==> config.mk <==
export PLATFORM = sky130hd
export DESIGN_NAME = rx_pkt_framer
export DESIGN_NICKNAME = d
export VERILOG_FILES = /design/src/rtl/rxf_pkg.sv /design/src/rtl/rxf_cfg.sv /design/src/rtl/rxf_buf.sv /design/src/rtl/rxf_ctl.sv /design/src/rtl/rx_pkt_framer.sv
export SDC_FILE = /design/constraint.sdc
export NUM_CORES = 1
export LEC_CHECK = 0
export BUFFER_PORTS_ARGS = -buffer_cell sky130_fd_sc_hd__buf_2
export CAP_MARGIN = 10
export CELL_PAD_IN_SITES_DETAIL_PLACEMENT = 0
export CELL_PAD_IN_SITES_GLOBAL_PLACEMENT = 1
export CORE_MARGIN = 4
export CORE_UTILIZATION = 30
export CTS_CLUSTER_DIAMETER = 30
export DETAILED_ROUTE_END_ITERATION = 7
export PLACE_DENSITY = 0.6
export SYNTH_ARGS = -nofsm -noshare
export SYNTH_HDL_FRONTEND = slang
export SYNTH_SLANG_ARGS = --single-unit
==> constraint.sdc <==
create_clock -name clk -period 13.89 [get_ports clk]
set_input_delay 0.6945 -clock clk [delete_from_list [all_inputs] [get_ports clk]]
set_output_delay 0.6945 -clock clk [all_outputs]
set_load 0.1 [all_outputs]
==> src/rtl/rxf_pkg.sv <==
`timescale 1ns/1ps
package rxf_pkg;
  typedef enum logic [2:0] {
    ST_GATHER, ST_HDR, ST_SID, ST_SEC, ST_TIC, ST_PAY, ST_TRL, ST_ERR
  } fr_state_t;

  // settings offsets relative to the block's base address
  localparam int unsigned OFS_HDR  = 4;
  localparam int unsigned OFS_SID  = 5;
  localparam int unsigned OFS_TRL  = 6;
  localparam int unsigned OFS_SPP  = 7;
  localparam int unsigned OFS_VLEN = 8;

  // header, stream id, seconds, ticks, closing word
  localparam int unsigned FIXED_WORDS = 5;
  localparam int unsigned SEQ_W       = 4;
endpackage

==> src/rtl/rxf_cfg.sv <==
`timescale 1ns/1ps
module rxf_cfg
  import rxf_pkg::*;
#(
  parameter  int BASE    = 0,
  parameter  int MAX_SPP = 16,
  parameter  int NCH     = 2,
  localparam int SPP_W   = $clog2(MAX_SPP + 1),
  localparam int VL_W    = $clog2(NCH + 1)
) (
  input  logic             clk,
  input  logic             rst_n,
  input  logic             cfg_stb,
  input  logic [7:0]       cfg_addr,
  input  logic [31:0]      cfg_data,
  output logic [31:0]      hdr_tpl,
  output logic [31:0]      sid,
  output logic [31:0]      trl,
  output logic [SPP_W-1:0] spp_eff,
  output logic [VL_W-1:0]  vlen_eff
);
  logic [31:0] hdr_q, sid_q, trl_q, spp_q, vl_q;
  logic        en_hdr, en_sid, en_trl, en_spp, en_vl;

  always_comb begin
    en_hdr = cfg_stb && (cfg_addr == 8'(BASE + OFS_HDR));
    en_sid = cfg_stb && (cfg_addr == 8'(BASE + OFS_SID));
    en_trl = cfg_stb && (cfg_addr == 8'(BASE + OFS_TRL));
    en_spp = cfg_stb && (cfg_addr == 8'(BASE + OFS_SPP));
    en_vl  = cfg_stb && (cfg_addr == 8'(BASE + OFS_VLEN));
  end

  always_ff @(posedge clk or negedge rst_n) begin
    if (!rst_n) begin
      hdr_q <= '0;
      sid_q <= '0;
      trl_q <= '0;
      spp_q <= '0;
      vl_q  <= '0;
    end else begin
      if (en_hdr) hdr_q <= cfg_data;
      if (en_sid) sid_q <= cfg_data;
      if (en_trl) trl_q <= cfg_data;
      if (en_spp) spp_q <= cfg_data;
      if (en_vl)  vl_q  <= cfg_data;
    end
  end

  always_comb begin
    hdr_tpl = hdr_q;
    sid     = sid_q;
    trl     = trl_q;
    if (spp_q == 32'd0 || spp_q > 32'(MAX_SPP)) spp_eff = SPP_W'(MAX_SPP);
    else                                        spp_eff = spp_q[SPP_W-1:0];
    if (vl_q == 32'd0 || vl_q > 32'(NCH))       vlen_eff = VL_W'(NCH);
    else                                        vlen_eff = vl_q[VL_W-1:0];
  end
endmodule

==> src/rtl/rxf_buf.sv <==
`timescale 1ns/1ps
module rxf_buf #(
  parameter  int DW    = 64,
  parameter  int DEPTH = 16,
  localparam int AW    = $clog2(DEPTH)
) (
  input  logic          clk,
  input  logic          wr_en,
  input  logic [AW-1:0] wr_idx,
  input  logic [DW-1:0] wr_data,
  input  logic [AW-1:0] rd_idx,
  output logic [DW-1:0] rd_data
);
  logic [DW-1:0] mem [DEPTH];

  always_ff @(posedge clk) begin
    if (wr_en) mem[wr_idx] <= wr_data;
  end

  assign rd_data = mem[rd_idx];
endmodule

==> src/rtl/rxf_ctl.sv <==
`timescale 1ns/1ps
module rxf_ctl
  import rxf_pkg::*;
#(
  parameter  int MAX_SPP = 16,
  parameter  int NCH     = 2,
  localparam int SPP_W   = $clog2(MAX_SPP + 1),
  localparam int VL_W    = $clog2(NCH + 1),
  localparam int IDX_W   = $clog2(MAX_SPP),
  localparam int CH_W    = (NCH > 1) ? $clog2(NCH) : 1,
  localparam int SW      = 32 * NCH
) (
  input  logic             clk,
  input  logic             rst_n,
  input  logic             clear,
  input  logic [31:0]      hdr_tpl,
  input  logic [31:0]      sid,
  input  logic [31:0]      trl,
  input  logic [SPP_W-1:0] spp_eff,
  input  logic [VL_W-1:0]  vlen_eff,
  input  logic             in_valid,
  input  logic             in_err,
  input  logic             in_eob,
  input  logic [63:0]      in_ts,
  output logic             in_ready,
  output logic             wr_en,
  output logic [IDX_W-1:0] wr_idx,
  output logic [IDX_W-1:0] rd_idx,
  input  logic [SW-1:0]    rd_data,
  output logic [35:0]      out_word,
  output logic             out_valid,
  input  logic             out_ready
);
  fr_state_t        state_q, state_n;
  logic [SPP_W-1:0] cnt_q, cnt_n;
  logic [IDX_W-1:0] rs_q, rs_n;
  logic [CH_W-1:0]  rc_q, rc_n;
  logic [VL_W-1:0]  vl_q, vl_n;
  logic [63:0]      ts_q, ts_n, tse_q, tse_n;
  logic             errp_q, errp_n, emode_q, emode_n;
  logic [SEQ_W-1:0] seq_q, seq_n;

  logic             acc, xfer, last_chan, last_samp;
  logic [15:0]      pkt_len;
  logic [31:0]      chan_word [NCH];
  logic [31:0]      dword;
  logic             sof, eof;

  // split the buffered sample into channel words
  for (genvar k = 0; k < NCH; k++) begin : g_chan
    assign chan_word[k] = rd_data[32*k +: 32];
  end

  always_comb begin
    in_ready  = (state_q == ST_GATHER);
    out_valid = (state_q != ST_GATHER);
    acc       = in_valid && in_ready;
    xfer      = out_valid && out_ready;
    wr_en     = acc && !in_err;
    wr_idx    = cnt_q[IDX_W-1:0];
    rd_idx    = rs_q;
    last_chan = (VL_W'(rc_q) == vl_q - VL_W'(1));
    last_samp = (SPP_W'(rs_q) == cnt_q - SPP_W'(1));
    if (emode_q) pkt_len = 16'(FIXED_WORDS);
    else         pkt_len = 16'(FIXED_WORDS) + 16'(cnt_q) * 16'(vl_q);
  end

  // next-state logic
  always_comb begin
    state_n = state_q;
    cnt_n   = cnt_q;
    rs_n    = rs_q;
    rc_n    = rc_q;
    vl_n    = vl_q;
    ts_n    = ts_q;
    tse_n   = tse_q;
    errp_n  = errp_q;
    emode_n = emode_q;
    seq_n   = seq_q;
    unique case (state_q)
      ST_GATHER: begin
        if (acc) begin
          if (in_err) begin
            if (cnt_q == '0) begin
              emode_n = 1'b1;
              ts_n    = in_ts;
            end else begin
              errp_n  = 1'b1;
              tse_n   = in_ts;
            end
            state_n = ST_HDR;
          end else begin
            if (cnt_q == '0) begin
              ts_n = in_ts;
              vl_n = vlen_eff;
            end
            cnt_n = cnt_q + SPP_W'(1);
            if (in_eob || cnt_n >= spp_eff) state_n = ST_HDR;
          end
        end
      end
      ST_HDR: if (xfer) state_n = ST_SID;
      ST_SID: if (xfer) state_n = ST_SEC;
      ST_SEC: if (xfer) state_n = ST_TIC;
      ST_TIC: begin
        if (xfer) begin
          rs_n    = '0;
          rc_n    = '0;
          state_n = emode_q ? ST_ERR : ST_PAY;
        end
      end
      ST_PAY: begin
        if (xfer) begin
          if (last_chan) begin
            rc_n = '0;
            if (last_samp) state_n = ST_TRL;
            else           rs_n    = rs_q + IDX_W'(1);
          end else begin
            rc_n = rc_q + CH_W'(1);
          end
        end
      end
      ST_TRL, ST_ERR: begin
        if (xfer) begin
          seq_n = seq_q + SEQ_W'(1);
          cnt_n = '0;
          if (errp_q) begin
            errp_n  = 1'b0;
            emode_n = 1'b1;
            ts_n    = tse_q;
            state_n = ST_HDR;
          end else begin
            emode_n = 1'b0;
            state_n = ST_GATHER;
          end
        end
      end
      default: state_n = ST_GATHER;
    endcase
    if (clear) begin
      state_n = ST_GATHER;
      cnt_n   = '0;
      errp_n  = 1'b0;
      emode_n = 1'b0;
      seq_n   = '0;
    end
  end

  // state registers
  always_ff @(posedge clk or negedge rst_n) begin
    if (!rst_n) begin
      state_q <= ST_GATHER;
      cnt_q   <= '0;
      rs_q    <= '0;
      rc_q    <= '0;
      vl_q    <= VL_W'(1);
      ts_q    <= '0;
      tse_q   <= '0;
      errp_q  <= 1'b0;
      emode_q <= 1'b0;
      seq_q   <= '0;
    end else begin
      state_q <= state_n;
      cnt_q   <= cnt_n;
      rs_q    <= rs_n;
      rc_q    <= rc_n;
      vl_q    <= vl_n;
      ts_q    <= ts_n;
      tse_q   <= tse_n;
      errp_q  <= errp_n;
      emode_q <= emode_n;
      seq_q   <= seq_n;
    end
  end

  // output word mux
  always_comb begin
    sof = 1'b0;
    eof = 1'b0;
    unique case (state_q)
      ST_HDR: begin
        dword = {hdr_tpl[31:20], seq_q, pkt_len};
        sof   = 1'b1;
      end
      ST_SID: dword = sid;
      ST_SEC: dword = ts_q[63:32];
      ST_TIC: dword = ts_q[31:0];
      ST_PAY: dword = chan_word[rc_q];
      ST_TRL: begin
        dword = trl;
        eof   = 1'b1;
      end
      ST_ERR: begin
        dword = trl;
        sof   = 1'b1;
        eof   = 1'b1;
      end
      default: dword = '0;
    endcase
    out_word = {2'b00, eof, sof, dword};
  end
endmodule

==> src/rtl/rx_pkt_framer.sv <==
`timescale 1ns/1ps
module rx_pkt_framer #(
  parameter  int BASE    = 0,
  parameter  int MAX_SPP = 16,
  parameter  int NCH     = 2,
  localparam int SW      = 32 * NCH,
  localparam int ENT_W   = SW + 66
) (
  input  logic             clk,
  input  logic             rst_n,
  input  logic             clear,
  input  logic             cfg_stb,
  input  logic [7:0]       cfg_addr,
  input  logic [31:0]      cfg_data,
  input  logic [ENT_W-1:0] in_data,
  input  logic             in_valid,
  output logic             in_ready,
  output logic [35:0]      out_word,
  output logic             out_valid,
  input  logic             out_ready
);
  localparam int SPP_W = $clog2(MAX_SPP + 1);
  localparam int VL_W  = $clog2(NCH + 1);
  localparam int IDX_W = $clog2(MAX_SPP);

  logic [31:0]      hdr_tpl, sid, trl;
  logic [SPP_W-1:0] spp_eff;
  logic [VL_W-1:0]  vlen_eff;
  logic             wr_en;
  logic [IDX_W-1:0] wr_idx, rd_idx;
  logic [SW-1:0]    rd_data;

  rxf_cfg #(.BASE(BASE), .MAX_SPP(MAX_SPP), .NCH(NCH)) u_cfg (
    .clk(clk), .rst_n(rst_n),
    .cfg_stb(cfg_stb), .cfg_addr(cfg_addr), .cfg_data(cfg_data),
    .hdr_tpl(hdr_tpl), .sid(sid), .trl(trl),
    .spp_eff(spp_eff), .vlen_eff(vlen_eff)
  );

  rxf_buf #(.DW(SW), .DEPTH(MAX_SPP)) u_buf (
    .clk(clk), .wr_en(wr_en), .wr_idx(wr_idx), .wr_data(in_data[SW-1:0]),
    .rd_idx(rd_idx), .rd_data(rd_data)
  );

  rxf_ctl #(.MAX_SPP(MAX_SPP), .NCH(NCH)) u_ctl (
    .clk(clk), .rst_n(rst_n), .clear(clear),
    .hdr_tpl(hdr_tpl), .sid(sid), .trl(trl),
    .spp_eff(spp_eff), .vlen_eff(vlen_eff),
    .in_valid(in_valid), .in_err(in_data[SW+65]), .in_eob(in_data[SW+64]),
    .in_ts(in_data[SW+63:SW]), .in_ready(in_ready),
    .wr_en(wr_en), .wr_idx(wr_idx), .rd_idx(rd_idx), .rd_data(rd_data),
    .out_word(out_word), .out_valid(out_valid), .out_ready(out_ready)
  );
endmodule

# Word-level counts from Yosys, hierarchy flattened
# Memory sizes are Yosys's and may differ from the RTL's.
# Cells that the tools add are included.
[totals] word_cells=161 inputBits=176 mem_bits_rw=1024 output_inout_bits=38 ff_bits=309 n_memories=1
[op_classes] mul=1 eq_ne=36 addsub=7 order_cmp=4 n_bitwise=3 reduce_logical=34 muxes=60
[memory_table] memory="u_buf.mem" words=16 width=64 rd=1 rd_clocked_by_memory_dff=0 write_ports=1 line="rxf_buf.sv:14" text="logic [DW-1:0] mem [DEPTH];"
[op_table] cell="$mux W64" count=4
[op_table] cell="$pmux W32 S6" count=1
[op_table] cell="$pmux W64 S2" count=1
[op_table] cell="$mux W32" count=3
[op_table] cell="$logic_not A32 Y1" count=2
[op_table] cell="$mux W3" count=12
[op_table] cell="$eq A8 B3 Y1 const B" count=4
[op_table] cell="$gt A32 B2 Y1 const B" count=1
[op_table] cell="$gt A32 B5 Y1 const B" count=1
[op_table] cell="$mux W4" count=7
[op_table] cell="$ne A3 B2 Y1 const B" count=9
[op_table] cell="$mux W5" count=5
[op_table] cell="$pmux W3 S7" count=1
[op_table] cell="$reduce_and A5 Y1" count=4
[op_table] cell="$mux W1" count=18
[op_table] cell="$mux W16" count=1
[op_table] cell="$ne A2 B1 Y1 const B" count=7
[op_table] cell="$eq A3 B3 Y1 const B" count=4
[op_table] cell="$reduce_and A4 Y1" count=3
[op_table] cell="$pmux W5 S2" count=1
[op_table] cell="$reduce_and A10 Y1" count=1
[op_table] cell="$ne A3 B3 Y1 const B" count=3
[op_table] cell="$add A3 B7 Y8 const A" count=1
[op_table] cell="$add A4 B1 Y4 const B" count=2
[op_table] cell="30 further kinds" count=49

# Depth between registers and ports, before layout
# Gate-level depths: netlist (run 1).
[logic_depth] depth_word=10 ltp_mapped=11

# Modules after synthesis
# A second synthesis (run 1) with hierarchy kept.
[hier_totals] cells_unflattened=2873 area_unflattened_um2=53047.1
[by_module_without_submodules] module="rxf_buf" instances=1 cells_per_inst=1583 seq_area_each_um2=30749.5 area_each_um2=38300.5
[by_module_without_submodules] module="rxf_ctl" instances=1 cells_per_inst=916 seq_area_each_um2=3729.8 area_each_um2=8560.7
[by_module_without_submodules] module="rxf_cfg" instances=1 cells_per_inst=374 seq_area_each_um2=4003.8 area_each_um2=6185.9

# Worst setup path after synthesis (run 1)
# OpenSTA, ideal clock, no wires.
[synth_timing] path_type="input -> register" startpoint="input in_data[129]" endpoint="memory u_buf.mem[0][0], enable pin" stages=4 setup_slack_ps=7585 required_ps=13325 t_arrival_ps=5740 path_cell_list="nor4_1 > buf_2 > nand2_1 > nor3_1"
[synth_between] elab_chain_cells=4
[synth_lines] item="from (decl)" line="rx_pkt_framer.sv:15" text="input logic [ENT_W-1:0] in_data,"
[synth_lines] item="$logic_not A1 Y1" line="rxf_ctl.sv:59" text="wr_en = acc && !in_err;"
[synth_lines] item="$logic_and A1 B1 Y1" line="rxf_ctl.sv:59"
[synth_lines] item="$mux W1" line="rxf_buf.sv:17" text="if (wr_en) mem[wr_idx] <= wr_data;"
[synth_lines] item="$mux W1 (implied by the code)" line="rxf_buf.sv:17"
[synth_lines] item="to (decl)" line="rxf_buf.sv:14"
# Every way passes these cells.

# Worst setup path after layout (run 1)
[layout_timing] startpoint="register u_ctl.rs_q[0], in the netlist u_ctl.rd_idx[0]" endpoint="output out_word[22]"
[layout_between] elab_chain_cells=5
[layout_lines] item="from (decl)" line="rxf_ctl.sv:36" text="logic [IDX_W-1:0] rs_q, rs_n;"
[layout_lines] item="from (signal assigned)" line="rxf_ctl.sv:165" text="rs_q <= rs_n;"
[layout_lines] item="$mem_v2 Z16 W64"
[layout_lines] item="$mux W32 (implied by the code) (3 in series)" line="rxf_ctl.sv:188" text="ST_PAY: dword = chan_word[rc_q];"
[layout_lines] item="$pmux W32 S6" line="rxf_ctl.sv:180" text="unique case (state_q)"
[layout_lines] item="to (decl)" line="rx_pkt_framer.sv:18" text="output logic [35:0] out_word,"
# Every way passes these cells. The select of a mux whose other input is x is not followed.

==> results of run 1 <==
[final cells by class]
| class | count | area (um2) | share of cell area, % |
|---|---|---|---|
| Antenna cell | 11 | 27.53 | 0.04170 |
| Clock buffer | 341 | 7760 | 11.75 |
| Clock inverter | 169 | 1976 | 2.993 |
| Inverter | 13 | 50.05 | 0.07581 |
| Multi-Input combinational cell | 1335 | 13620 | 20.63 |
| Sequential cell | 1313 | 38000 | 57.56 |
| Tap cell | 2325 | 2909 | 4.407 |
| Timing Repair Buffer | 289 | 1679 | 2.544 |
[critical path, cell delays in order, from the launching register on]
cell and delay (ns):
dfrtp_4 0.96, buf_4 0.77, buf_4 0.82, mux4_2 0.60, mux2i_1 0.15, a21oi_1 0.08
o21ai_0 0.84, o21ai_0 0.51, buf_2 0.44
[layer usage]
| layer | global-route usage [%] | vias up |
|---|---|---|
| met5 | 0 | - |
| met3 | 5.268 | 310 |
| li1 | - | 12280 |
| met1 | 22.13 | 15420 |
| met4 | 6.383 | 26 |
| met2 | 27.49 | 1039 |
[registers in the layout, summed over array words and instances, names as in the netlist]
signal and cells:
u_buf.mem 1024, u_ctl.ts_q 64, u_ctl.tse_q 64, u_cfg.sid 32
u_cfg.spp_q 32, u_cfg.trl 32, u_cfg.vl_q 32, u_cfg.hdr_tpl 12
u_ctl.cnt_q 5, u_ctl.rd_idx 4, u_ctl.seq_q 4, u_ctl.state_q 3
u_ctl.vl_q 2, u_ctl.emode_q 1, u_ctl.errp_q 1, u_ctl.rc_q 1
[stage by stage]
stage / total power, mW / utilization [%] / area, um2 / setup slack, ns
floorplan: 5.831 / - / 52390 / 7.585
detailed placement: 6.578 / 32.36 / 56240 / 7.853
CTS: 13.41 / 37.96 / 65990 / 6.961
finish: 13.27 / 37.98 / 66010 / 7.132
global placement: 6.566 / 32.36 / 56240 / 7.825
global route: 13.73 / 37.97 / 66000 / 6.744
[synth_stat cells, types with 18 or more instances]
cell type  instances
a21oi_1           42
a22oi_1           23
a31oi_1           68
buf_2             51
buf_4             36
clkbuf_1          68
dfrtp_1          288
edfxtp_1        1024
ha_1              20
mux2_2           214
mux2i_1           40
mux4_2           268
nand2_1          219
nor2_1           114
nor3_1            20
nor4_1            18
o211ai_1          28
o21ai_0           38
o221ai_1          20
o22ai_1           33
[power by group through the flow]
stage | sequential (mW) | clock, mW | combinational, mW
after floorplan | 4.66 | 0 | 1.17
after global placement | 4.78 | 0 | 1.78
after detailed placement | 4.79 | 0 | 1.79
after CTS | 4.72 | 6.89 | 1.79
after global routing | 4.73 | 7.11 | 1.88
final | 4.71 | 6.79 | 1.77
[cell families (layout without fill, tap and decap cells)]
logic type,count (synthesis),count (layout),synth area share [%]
simple gates,442,442,3.674
other cells,1,13,0.007159
fa+ha+maj,21,21,0.5159
flops,1313,1313,72.51
buf+inv,187,812,1.815
mux,527,527,17.00
compound gates,326,326,4.197
xor+xnor,17,17,0.2842
[worst paths after layout]
| path | startpoint | end |
|---|---|---|
| max in group asynchronous | rst_n | u_ctl.tse_q[19] |
| setup reg to reg | u_ctl.state_q[1] | u_buf.mem[12][44] |
| min in group asynchronous | rst_n | u_ctl.tse_q[57] |
| hold / removal | in_data[104] | u_ctl.tse_q[40] |
| setup / recovery | u_ctl.rd_idx[0] | out_word[22] |
| hold reg to reg | u_cfg.vl_q[29] | u_cfg.vl_q[29] |
==> results.py, run 1 <==
metrics = {
    "outcome": {
        "status": "finished, final reports clean",
    },
    "yosys": {
        "synthDistinctLibCells": 68,
        "syn_avg_cell_area_um2": 18.48,
        "ys_seq_area_share_pct": 72.51,
        "synth_top_area_share_pct": 58.70,
        "async_flop_share_pct": 22.01,
        "syn_area_um2": 52380,
        "yosys_warnings": 0,
        "synth_edf_count": 1024,
        "ys_ff_latch": 1313,
        "netlist.top_cell.by_area": "edfxtp_1",
        "yosys-top-cells-area": "edfxtp_1 59%, dfrtp_1 14%, mux4_2 12%",
        "synth_ff_type": "edfxtp_1",
        "netlist_instances": 2834,
    },
    "pwr": {
        "ir_worst_vdd_uv": 105.9,
        "power_density_nw_per_um2": 201.1,
        "power_frac_comb_pct": 13.3,
        "power_switching_share_pct": 27.01,
        "seqPwrFrac_pct": 35.5,
        "p_int_mw": 9.687,
        "switchingPower_mw": 3.585,
        "power_frac_clock_pct": 51.2,
        "power.leakage_nw": 23.20,
    },
    "detailed_routing": {
        "drc": 0,
        "wl_met1_um": 64580,
        "routed_wl_um": 157900,
        "wl_met3_um": 12330,
        "firstDrtPassIters": 5,
        "avgViaCountPerCell": 5.016,
        "final_antenna_net_count": 0,
        "vias": 29070,
        "highest_layer": "met5",
        "drt-initial-drc-count": 2514,
        "wl_met2_um": 75430,
        "routedWlPerCell_um": 27.24,
    },
    "cts": {
        "clock_path_buffers": 4,
        "cts_tree": "done",
        "cts_inserted_buffers": 293,
        "cts_resized": 0,
        "htreeDepth": 5,
        "root_buffer": "clkbuf_16",
        "postCtsSetupRepairBufs": 0,
        "cts_sinks": 1313,
        "holdBufCountCts": 1,
        "clkLatencyLatePin_ns": 0.88,
        "clk_pin_slew_ns": 0.04,
    },
    "floorplan": {
        "die_w_um": 425.9,
        "start_util_pct": 30.14,
        "die_area_um2": 181400,
        "io_pins": 214,
        "core-area_um2": 173800,
        "fp.dieH_um": 425.9,
        "rows": 153,
    },
    "sta": {
        "fmax_mhz": 148.0,
        "worstMarginPinSlew_ns": 1.105,
        "min_period_ns": 6.758,
        "finalHoldViolCount": 0,
        "finClkSkew_ns": 0.06363,
        "tns_ns": 0,
        "holdWs_ns": 0.06667,
        "rsz0062_at_grt": "false",
        "period_share_pct": 48.65,
        "finalSetupViolCount": 0,
        "slew_headroom_pct": 25.54,
        "slew_viol_final": 0,
    },
    "worst_setup_path": {
        "crit_path_end_kind": "output pin",
        "required_ns": 13.20,
        "critPathLaunchType": "flip-flop",
        "cp_data_arrival_time_ns": 6.06,
        "critPathKind": "reg -> out",
        "rrSetupSlack_ns": 9.54,
        "path_max_fanout": 43,
        "r2r_cells": 6,
    },
    "place": {
        "port_buffers": 211,
        "gp_congestion": 0.7650,
        "place_hpwl_um": 92620,
        "place_inst": 5274,
    },
    "layout": {
        "drive_gt1_share_pct": 36.45,
        "layout_commonest_cell": "edfxtp_1",
        "nets": 3442,
        "area_growth_pct": 26.03,
        "mostFrequentLayoutCells": "1,024 x edfxtp_1, 299 x clkbuf_16, 281 x dfrtp_1",
        "fill_cells": 16010,
        "fin_cells": 5796,
    },
    "job": {
        "cap_violations": 0,
    },
    "global_route": {
        "grt_pass1_wl_um": 223100,
        "grt_pass1_vias": 30140,
        "antenna_found_initial": 44,
        "grt_usage_pct": 17.22,
        "grt_overflow_total": 0,
        "grt_max_degree": 109,
    },
    "hold_path": {
        "holdCritPathClass": "in -> reg",
        "hold_depth": 2,
    },
}
Note: power is estimated with default switching activity, not from simulation.
==> run 2, diff against run 1 <==
ABC_AREA = 1   (was not set)
PLACE_DENSITY = 0.65   (was 0.6)
clock period = 5.8 ns   (was 13.89 ns; I/O delays follow)
==> results.py, run 2 <==
metrics = {
    "worst_setup_path": {
        "critPathLaunchType": "flip-flop",
        "cp_slowest_cell": "dfrtp_4",
        "cp_data_arrival_time_ns": 4.35,
        "r2r_cells": 8,
        "cp_cell_sequence": "inv_8 -> buf_4 -> nor2_1 -> nor2_1 -> o21ai_0 -> o211ai_1 -> nand3_1 -> nand3_1 -> nand3_1 -> nand2_1 -> buf_2",
        "crit_path_end_kind": "output pin",
        "critPathKind": "reg -> out",
        "cp_common_cell": "nand3_1",
        "required_ns": 5.51,
        "worstReg2RegStart": "u_ctl.state_q[1]",
        "rrSetupSlack_ns": 2.47,
        "path_max_fanout": 110,
        "r2r-end": "u_buf.mem[12][43]",
        "cp_slowest_stage_delay_ns": 0.71,
    },
    "global_route": {
        "grt_max_degree": 178,
        "grt_pass1_wl_um": 245500,
        "grt_usage_pct": 17.57,
        "grt_pass1_vias": 36760,
        "antenna_found_initial": 29,
        "grt_overflow_total": 0,
    },
    "floorplan": {
        "rows": 155,
        "start_util_pct": 30.21,
        "io_pins": 214,
        "core-area_um2": 178800,
        "die_area_um2": 186900,
        "fp.dieH_um": 432.4,
        "die_w_um": 432.4,
    },
    "yosys": {
        "syn_avg_cell_area_um2": 11.35,
        "ys_seq_area_share_pct": 70.31,
        "synth_xor_area_share_pct": 0.1459,
        "syn_area_um2": 54030,
        "synth_edf_count": 1024,
        "netlist.top_cell.by_area": "edfxtp_1",
        "yosys.area_share.simple_pct": 13.21,
        "synthDistinctLibCells": 47,
        "synth-compound-area-share_pct": 11.76,
        "synth_top_area_share_pct": 56.92,
        "synthMuxAreaShare_pct": 0,
        "netlist_instances": 4760,
        "synth_most_common_cell": "edfxtp_1",
        "synth_fa_ha_area_share_pct": 0.5002,
        "yosys_warnings": 0,
        "synth_ff_type": "edfxtp_1",
        "async_flop_share_pct": 22.01,
        "ys_ff_latch": 1313,
        "yosys-top-cells-count": "1,024 x edfxtp_1, 758 x nor2_1, 676 x o21ai_0, 670 x nand2_1, 306 x nand3_1",
        "yosys-top-cells-area": "edfxtp_1 57%, dfrtp_1 13%, o21ai_0 6.3%",
        "synth_top_family_by_area": "simple AND/OR/NAND/NOR gates",
    },
    "cts": {
        "root_buffer": "clkbuf_16",
        "cts_inserted_buffers": 224,
        "clkLatencyLatePin_ns": 0.82,
        "cts_sinks": 1313,
        "cts_resized": 0,
        "clock_path_buffers": 3,
        "cts_tree": "done",
        "clk_pin_slew_ns": 0.06,
        "htreeDepth": 4,
    },
    "pwr": {
        "p_total_mw": 33.62,
        "ir_worst_vdd_uv": 333.9,
        "power_density_nw_per_um2": 501.6,
        "power.leakage_nw": 24.81,
    },
    "sta": {
        "slew_headroom_pct": 27.09,
        "finalSetupViolCount": 0,
        "slew_viol_final": 0,
        "period_share_pct": 79.93,
        "worst_slack_ns": 1.164,
        "finalHoldViolCount": 0,
        "fmax_mhz": 215.7,
        "rsz0062_at_grt": "false",
        "finClkSkew_ns": 0.03246,
        "holdWs_ns": 0.1427,
        "min_period_ns": 4.636,
        "worstMarginPinSlew_ns": 1.091,
    },
    "hold_path": {
        "holdCritPathClass": "in -> async",
    },
    "place": {
        "place_hpwl_um": 93510,
        "port_buffers": 211,
        "dp_slack_ns": 1.926,
        "gp_congestion": 0.7957,
    },
    "layout": {
        "mostFrequentLayoutCells": "1,024 x edfxtp_1, 745 x nor2_1, 676 x o21ai_0",
        "drive_gt1_share_pct": 13.10,
        "area_growth_pct": 24.05,
        "layout_commonest_cell": "edfxtp_1",
        "largest_register_ffs": 1024,
        "largest-register": "u_buf.mem",
        "nets": 5319,
        "top_regs": "u_buf.mem (1024), u_ctl.ts_q (64), u_ctl.tse_q (64)",
    },
    "detailed_routing": {
        "firstDrtPassIters": 6,
        "avgViaCountPerCell": 4.927,
        "vias": 37880,
        "drt-initial-drc-count": 3481,
        "routed_wl_um": 167300,
        "drc": 0,
        "final_antenna_net_count": 0,
        "routedWlPerCell_um": 21.76,
    },
    "outcome": {
        "status": "finished, final reports clean",
    },
    "job": {
        "cap_violations": 0,
    },
}
[run 2: per-stage QoR]
| stage | cell area, um2 | std cells | util, % | setup TNS, ns |
|---|---|---|---|---|
| CTS | 66970 | 7670 | 37.46 | 0 |
| global route | 66980 | 7674 | 37.46 | 0 |
| floorplan | 54030 | 4761 | - | -153.01 |
| finish | 67020 | 7687 | 37.48 | 0 |
| global placement | 57640 | 7086 | 32.24 | 0 |
| detailed placement | 57640 | 7086 | 32.24 | 0 |
[run 2: cell families (layout without fill, tap and decap cells)]
group,after synthesis,count (layout)
xor+xnor,9,9
flops,1313,1313
compound gates,1123,1123
fa+ha+maj,21,21
other cells,1,19
simple gates,1772,1772
buf+inv,521,1075
[run 2: worst max-delay path by stage]
stage / from / to / slack [ns]
after floorplan: u_ctl.state_q[1] / u_buf.mem[3][0] / -0.80
after global placement: u_ctl.rd_idx[0] / out_word[9] / 1.88
after detailed placement: u_ctl.rd_idx[0] / out_word[9] / 1.93
after CTS: u_ctl.rd_idx[0] / out_word[9] / 1.02
after global routing: u_ctl.rd_idx[0] / out_word[9] / 0.84
final: u_ctl.rd_idx[0] / out_word[9] / 1.16
[run 2: critical path, delay by kind of cell (launching register included)]
kind | cells | cell delay [ns]
AO/OA/AOI/OAI | 2 | 0.21
buffers and inverters | 3 | 1.42
flip-flops | 1 | 0.71
AND/OR/NAND/NOR | 6 | 1.02
[run 2: power breakdown]
group          total (mW)  internal (mW)  leakage, nW  switching, mW
Combinational        9.02           2.52         8.27           6.50
Sequential           11.4           10.9         12.8          0.484
Clock                13.2           8.58         3.69           4.65
Total                33.6           22.0         24.8           11.6
[run 2: cell type report]
| type | count | area (um2) |
|---|---|---|
| Fill cell | 17270 | 111800 |
| Sequential cell | 1313 | 38000 |
| Multi-Input combinational cell | 2927 | 13990 |
| Clock buffer | 262 | 5912 |
| Timing Repair Buffer | 450 | 3573 |
| Tap cell | 2355 | 2947 |
| Clock inverter | 157 | 1768 |
| Inverter | 206 | 788.3 |
| Antenna cell | 17 | 42.54 |
[run 2: per-layer routing]
metal  GRT usage (%)  vias up  routed length, um  part of all wire [%]
met5               0        -                 13                0.0078
met3           3.039      299               9114                   5.4
met2           28.49     1114              79420                    47
li1                -    17600                  -                     -
met1           23.27    18860              71850                    43
met4           7.484        2               6899                   4.1
[run 2: timing repair]
action | in CTS | in global routing
hold buffers | 165 | 0
endpoints found under the hold margin | 1412 | 0
endpoints found under the setup margin | 0 | 0
buffers inserted | 0 | 0
